==> config.mk <==
export PLATFORM = sky130hd
export DESIGN_NAME = rolling_lock
export DESIGN_NICKNAME = d
export VERILOG_FILES = /design/src/rtl/rl_pkg.sv /design/src/rtl/rl_key_shift.sv /design/src/rtl/rl_prbs.sv /design/src/rtl/rl_match.sv /design/src/rtl/rolling_lock.sv
export SDC_FILE = /design/constraint.sdc
export NUM_CORES = 1
export LEC_CHECK = 0
export BUFFER_PORTS_ARGS = -buffer_cell sky130_fd_sc_hd__buf_4
export CELL_PAD_IN_SITES_DETAIL_PLACEMENT = 1
export CELL_PAD_IN_SITES_GLOBAL_PLACEMENT = 1
export CORE_MARGIN = 4
export CORE_UTILIZATION = 50
export CTS_CLUSTER_SIZE = 12
export DETAILED_ROUTE_END_ITERATION = 10
export PLACE_DENSITY_LB_ADDON = 0.1
export SLEW_MARGIN = 20
export SYNTH_ARGS = -nofsm -noshare
export SYNTH_HDL_FRONTEND = slang
export SYNTH_SLANG_ARGS = --single-unit
==> constraint.sdc <==
create_clock -name clk -period 12.6 [get_ports clk]
set_clock_uncertainty 0.2 [all_clocks]
set_input_delay 1.26 -clock clk [delete_from_list [all_inputs] [get_ports clk]]
set_output_delay 1.26 -clock clk [all_outputs]
set_load 0.05 [all_outputs]
==> src/rtl/rl_pkg.sv <==
// Package: shared constants and generator step functions for the rolling lock.
// Assumes a 128-bit Fibonacci LFSR with taps 128, 29, 27, 2.
package rl_pkg;
    localparam int KEY_W     = 128;
    localparam int ITER_STEP = 128;
    localparam logic [KEY_W-1:0] ZERO_SUB = 128'h1;

    // One Fibonacci step: shift left, feedback into bit 0
    function automatic logic [KEY_W-1:0] lfsr_step(input logic [KEY_W-1:0] s);
        logic fb;
        fb = s[127] ^ s[28] ^ s[26] ^ s[1];
        return {s[KEY_W-2:0], fb};
    endfunction

    // Advance the generator by one full iteration
    function automatic logic [KEY_W-1:0] lfsr_iter(input logic [KEY_W-1:0] s);
        logic [KEY_W-1:0] t;
        t = s;
        for (int i = 0; i < ITER_STEP; i++) t = lfsr_step(t);
        return t;
    endfunction

    // Replace an all-zero seed by a nonzero constant
    function automatic logic [KEY_W-1:0] fix_seed(input logic [KEY_W-1:0] s);
        return (s == '0) ? ZERO_SUB : s;
    endfunction
endpackage

==> src/rtl/rl_key_shift.sv <==
// Key register: the dummy scan cells reused as a serial-in shift register.
// Assumes the caller gates the enable with functional mode; MSB-first loading.
module rl_key_shift #(
    parameter int W = 128
) (
    input  logic         clk,
    input  logic         rst_n,
    input  logic         shift_en,
    input  logic         din,
    output logic [W-1:0] key_q
);
    // Shift one bit per enabled clock into bit 0
    always_ff @(posedge clk) begin
        if (!rst_n)        key_q <= '0;
        else if (shift_en) key_q <= {key_q[W-2:0], din};
    end

    p_shift_r3: assert property (@(posedge clk) disable iff (!rst_n)
        shift_en |=> (key_q[0] == $past(din)) && (key_q[W-1:1] == $past(key_q[W-2:0])));
    p_hold_r10: assert property (@(posedge clk) disable iff (!rst_n)
        !shift_en |=> $stable(key_q));
endmodule

==> src/rtl/rl_prbs.sv <==
// Generator: holds the expected key (advanced one iteration per accepted load)
// and a per-clock substitute stream reseeded from the key on an accepted ready.
// Assumes the caller has already gated advance/reseed with functional mode.
module rl_prbs
    import rl_pkg::*;
#(
    parameter logic [KEY_W-1:0] SEED = 128'h1
) (
    input  logic             clk,
    input  logic             rst_n,
    input  logic             advance,
    input  logic             reseed,
    output logic [KEY_W-1:0] key_q,
    output logic [KEY_W-1:0] stream_q
);
    localparam logic [KEY_W-1:0] SEED_OK = fix_seed(SEED);
    localparam logic [KEY_W-1:0] KEY0    = lfsr_iter(SEED_OK);

    logic [KEY_W-1:0] key_next;

    // Next iteration's key, 128 steps ahead
    always_comb key_next = lfsr_iter(key_q);

    // Expected key register
    always_ff @(posedge clk) begin
        if (!rst_n)       key_q <= KEY0;
        else if (advance) key_q <= key_next;
    end

    // Substitute stream: one step per clock, or reload from the key
    always_ff @(posedge clk) begin
        if (!rst_n)      stream_q <= SEED_OK;
        else if (reseed) stream_q <= key_q;
        else             stream_q <= lfsr_step(stream_q);
    end

    p_key_hold_r4: assert property (@(posedge clk) disable iff (!rst_n)
        !advance |=> $stable(key_q));
    p_reseed_r8: assert property (@(posedge clk) disable iff (!rst_n)
        reseed |=> stream_q == $past(key_q));
    p_nonzero_r9: assert property (@(posedge clk) disable iff (!rst_n)
        (key_q != '0) && (stream_q != '0));
endmodule

==> src/rtl/rl_match.sv <==
// Comparator: samples key-register equality on an accepted load and holds it.
// Assumes the sample strobe is already gated with functional mode.
module rl_match #(
    parameter int W = 128
) (
    input  logic         clk,
    input  logic         rst_n,
    input  logic         sample,
    input  logic [W-1:0] got_key,
    input  logic [W-1:0] exp_key,
    output logic         unlocked
);
    // Lock flag, locked after reset
    always_ff @(posedge clk) begin
        if (!rst_n)      unlocked <= 1'b0;
        else if (sample) unlocked <= (got_key == exp_key);
    end

    p_hold_r5: assert property (@(posedge clk) disable iff (!rst_n)
        !sample |=> $stable(unlocked));
    p_bad_key_r5: assert property (@(posedge clk) disable iff (!rst_n)
        (sample && (got_key != exp_key)) |=> !unlocked);
endmodule

==> src/rtl/rolling_lock.sv <==
// Top: rolling-key lock on a core's result word. In functional mode it forces
// the scan select high, shifts the serial key, checks it each iteration and
// chooses between core data and the pseudo-random substitute. In test mode
// the lock state is frozen and the external scan-enable is passed through.
module rolling_lock
    import rl_pkg::*;
#(
    parameter int               DATA_W = 32,
    parameter logic [KEY_W-1:0] SEED   = 128'h0F1E_2D3C_4B5A_6978_8796_A5B4_C3D2_E1F0
) (
    input  logic              clk,
    input  logic              rst_n,
    input  logic              test_mode,
    input  logic              scan_en,
    output logic              scan_sel,
    input  logic              key_en,
    input  logic              key_bit,
    input  logic              load,
    input  logic              ready,
    input  logic [DATA_W-1:0] core_data,
    output logic [DATA_W-1:0] dout,
    output logic              unlocked
);
    logic             func;
    logic [KEY_W-1:0] got_key;
    logic [KEY_W-1:0] exp_key;
    logic [KEY_W-1:0] stream;

    // Functional-mode gating of all lock controls
    always_comb func = !test_mode;

    // Scan multiplexer select: logic data in functional mode
    always_comb scan_sel = func ? 1'b1 : scan_en;

    rl_key_shift #(.W(KEY_W)) u_shift (
        .clk(clk), .rst_n(rst_n), .shift_en(key_en && func),
        .din(key_bit), .key_q(got_key));

    rl_prbs #(.SEED(SEED)) u_prbs (
        .clk(clk), .rst_n(rst_n), .advance(load && func),
        .reseed(ready && func), .key_q(exp_key), .stream_q(stream));

    rl_match #(.W(KEY_W)) u_match (
        .clk(clk), .rst_n(rst_n), .sample(load && func),
        .got_key(got_key), .exp_key(exp_key), .unlocked(unlocked));

    // Output selection: core result when unlocked, substitute otherwise
    always_comb dout = unlocked ? core_data : stream[DATA_W-1:0];

    p_scan_r2: assert property (@(posedge clk) disable iff (!rst_n)
        !test_mode |-> scan_sel);
    p_mux_r6: assert property (@(posedge clk) disable iff (!rst_n)
        unlocked |-> dout == core_data);
    p_frozen_r10: assert property (@(posedge clk) disable iff (!rst_n)
        test_mode |=> $stable(unlocked));
endmodule

==> impl_metrics.yaml <==
run_status:
  status: "finished clean"
setup_path:
  crit_buf_inv: 0
  path_delay_family: "XOR/XNOR gates"
  startpoint_type: "flop"
  cp.arrival_ns: 5.19
  required_ns: 12.88
  crit_type: "reg -> reg"
  slowest_delay_ns: 0.67
  cpMaxStageDelayCell: "xnor2_1"
  cp-end-kind: "flop"
  cp_cell_sequence: "xnor3_2, xor2_4, xnor2_1, xor2_1, xnor2_1, xnor3_1, xnor3_1, nor2_1, xor2_1, and2_1"
  cp_max_fo: 8
floorplanning:
  start_util: 0.507
  core_area_mm2: 0.0444
  die_w_um: 220
  die-area_mm2: 0.0485
  die_y_um: 220
  num_io_pins: 74
  num_rows: 77
synthesis:
  syn_area_mm2: 0.0225
  synth_top_family_by_area: "XOR/XNOR gates"
  synth_fa_ha_area_frac: 0
  synth_seq_cells: 385
  synth_area_leaders: "dfxtp_1 (34%), xnor2_1 (14%), nand2_1 (9.9%)"
  synth_nets: 2549
  synth_xor_area_frac: 0.321
  synth_compound_area_frac: 0.125
  synth_warnings: 0
  post_synth_mux_area_share: 0.0160
  syn_inst: 2509
  synth_flop_cell: "dfxtp_1"
  avgSynthCellArea_um2: 8.97
  synth_top_area_share: 0.342
  yosys.area_share.simple: 0.148
  ys_async_sr_fraction: 0
  yosysSeqAreaShare: 0.342
  synth_edf_count: 0
  netlist.top_cell.by_area: "dfxtp_1"
  synth_cell_type_count: 56
route:
  wl_per_cell_um: 29.4
  viasPerCell: 5.90
  drt_iter0_drc: 1957
  drc: 0
  ant_nets: 0
  drt_wl_total_um: 90100
  first_pass_iters: 5
  num_vias: 18100
finish:
  layout-drive-gt1-share: 0.105
  layout_common_cells: "nand2_1 (593), dfxtp_1 (384), xnor2_1 (357)"
  layout.nets: 2482
  fillers: 5024
  final_common_cell: "nand2_1"
  area_growth_pct: 10.0
  diodes: 0
sta:
  max_freq_mhz: 204
  setup_violations: 0
  drv_slew: 0
  slew_headroom: 0.240
  setup-tns-final_ns: 0
  worst_pin_slew_ns: 1.14
  holdWs_ns: 0.242
  hold_viol: 0
  period_minus_slack_ns: 4.91
  period_share: 0.390
  rsz0062_at_grt: "false"
clocking:
  cts_made_buffers: 44
  clock-sinks: 385
  cts_hold_buf: 0
  post_cts_resize_count: 0
  clk_pin_slew_worst_paths_ns: 0.06
  htreeDepth: 2
  root_buffer: "clkbuf_16"
  cts_tree: "done"
  post-cts-setup-buffers: 0
  clk_path_buf_depth: 3
  insertion_delay_ns: 0.60
grt:
  grt_pass1_wl_um: 129000
  grt_antenna_before_repair: 2
  grt-ovfl-total: 0
  grt_use_total: 0.370
  grtUsageMet3: 0.0634
  busiest_layer: "met2"
  gr-usage-met1: 0.502
  grt_pass1_vias: 18000
  use_met2: 0.580
  grt_max_degree: 106
min_path:
  hold_class: "reg -> reg"
placement:
  gp_congestion: 1.01
  hpwl_um: 68100
  numPortBuffers: 73
job:
  maxCapViolCount: 0
==> metrics by stage <==
stage	utilization	std cells	instance area, um2	setup WS [ns]
after CTS	0.557	3067	24800	7.75
after detailed placement	0.523	2988	23200	7.77
after global placement	0.523	2988	23200	7.85
after floorplan	-	2509	22500	8.65
after global routing	0.558	3067	24800	7.58
final	0.558	3067	24800	7.69
==> tightest hold or removal path: cells and delay by family (launching register included) <==
family,cells,cell delay [ns]
flops,1,0.30
simple gates,2,0.11
==> flip-flops by register name (all words and copies together), names as in the netlist <==
name	cells
u_prbs.stream_q	128
u_match.unlocked	1
u_shift.key_q	128
u_prbs.key_q	128
==> layout make-up <==
type	instances	area (um2)	share of cell area
Clock buffer	63	1290	0.0522
Clock inverter	16	246	0.00995
Inverter	55	206	0.00833
Multi-Input combinational cell	1855	13800	0.557
Sequential cell	385	7710	0.311
Tap cell	592	741	0.0299
Timing Repair Buffer	101	766	0.0309
==> kinds of logic (layout without fill, tap and decap cells) <==
| family | after synthesis | after routing |
|---|---|---|
| AND/OR/NAND/NOR | 788 | 788 |
| XOR/XNOR | 650 | 650 |
| buffers and inverters | 269 | 235 |
| flip-flops | 385 | 385 |
| AO/OA/AOI/OAI | 385 | 385 |
| multiplexers | 32 | 32 |
==> per-layer routing <==
layer | vias up | part of all wire
li1 | 8042 | -
met1 | 9038 | 0.42
met2 | 821 | 0.44
met3 | 196 | 0.081
met4 | 4 | 0.053
met5 | - | 0.00031
==> worst paths after layout <==
| check | slack (ns) | endpoint | startpoint | cells past startpoint |
|---|---|---|---|---|
| setup / recovery | 7.69 | u_prbs.key_q[28] | u_prbs.key_q[19] | 10 |
| hold / removal | 0.24 | u_prbs.stream_q[88] | u_prbs.stream_q[87] | 2 |
| setup reg to reg | 7.69 | u_prbs.key_q[28] | u_prbs.key_q[19] | 10 |
| hold reg to reg | 0.24 | u_prbs.stream_q[88] | u_prbs.stream_q[87] | 2 |
==> synthesized netlist by cell type (10+ instances only) <==
library cell / n
nand4_1: 14
mux2_2: 32
nor4_1: 20
o2bb2ai_1: 12
xnor3_2: 11
inv_1: 55
clkbuf_1: 186
dfxtp_1: 385
o21ai_0: 48
nor2_1: 17
buf_2: 15
o211a_1: 15
xor3_1: 10
nand2_1: 593
a221oi_1: 12
xnor2_1: 359
xor2_1: 176
or3_1: 25
nand3_1: 71
and2_1: 23
xnor3_1: 58
o211ai_1: 49
a21boi_0: 207
xor2_2: 10
o22ai_1: 14
xnor2_2: 11
Power is not shown: default switching activity piles up to over one toggle a cycle in this logic, so the estimate is an artifact.
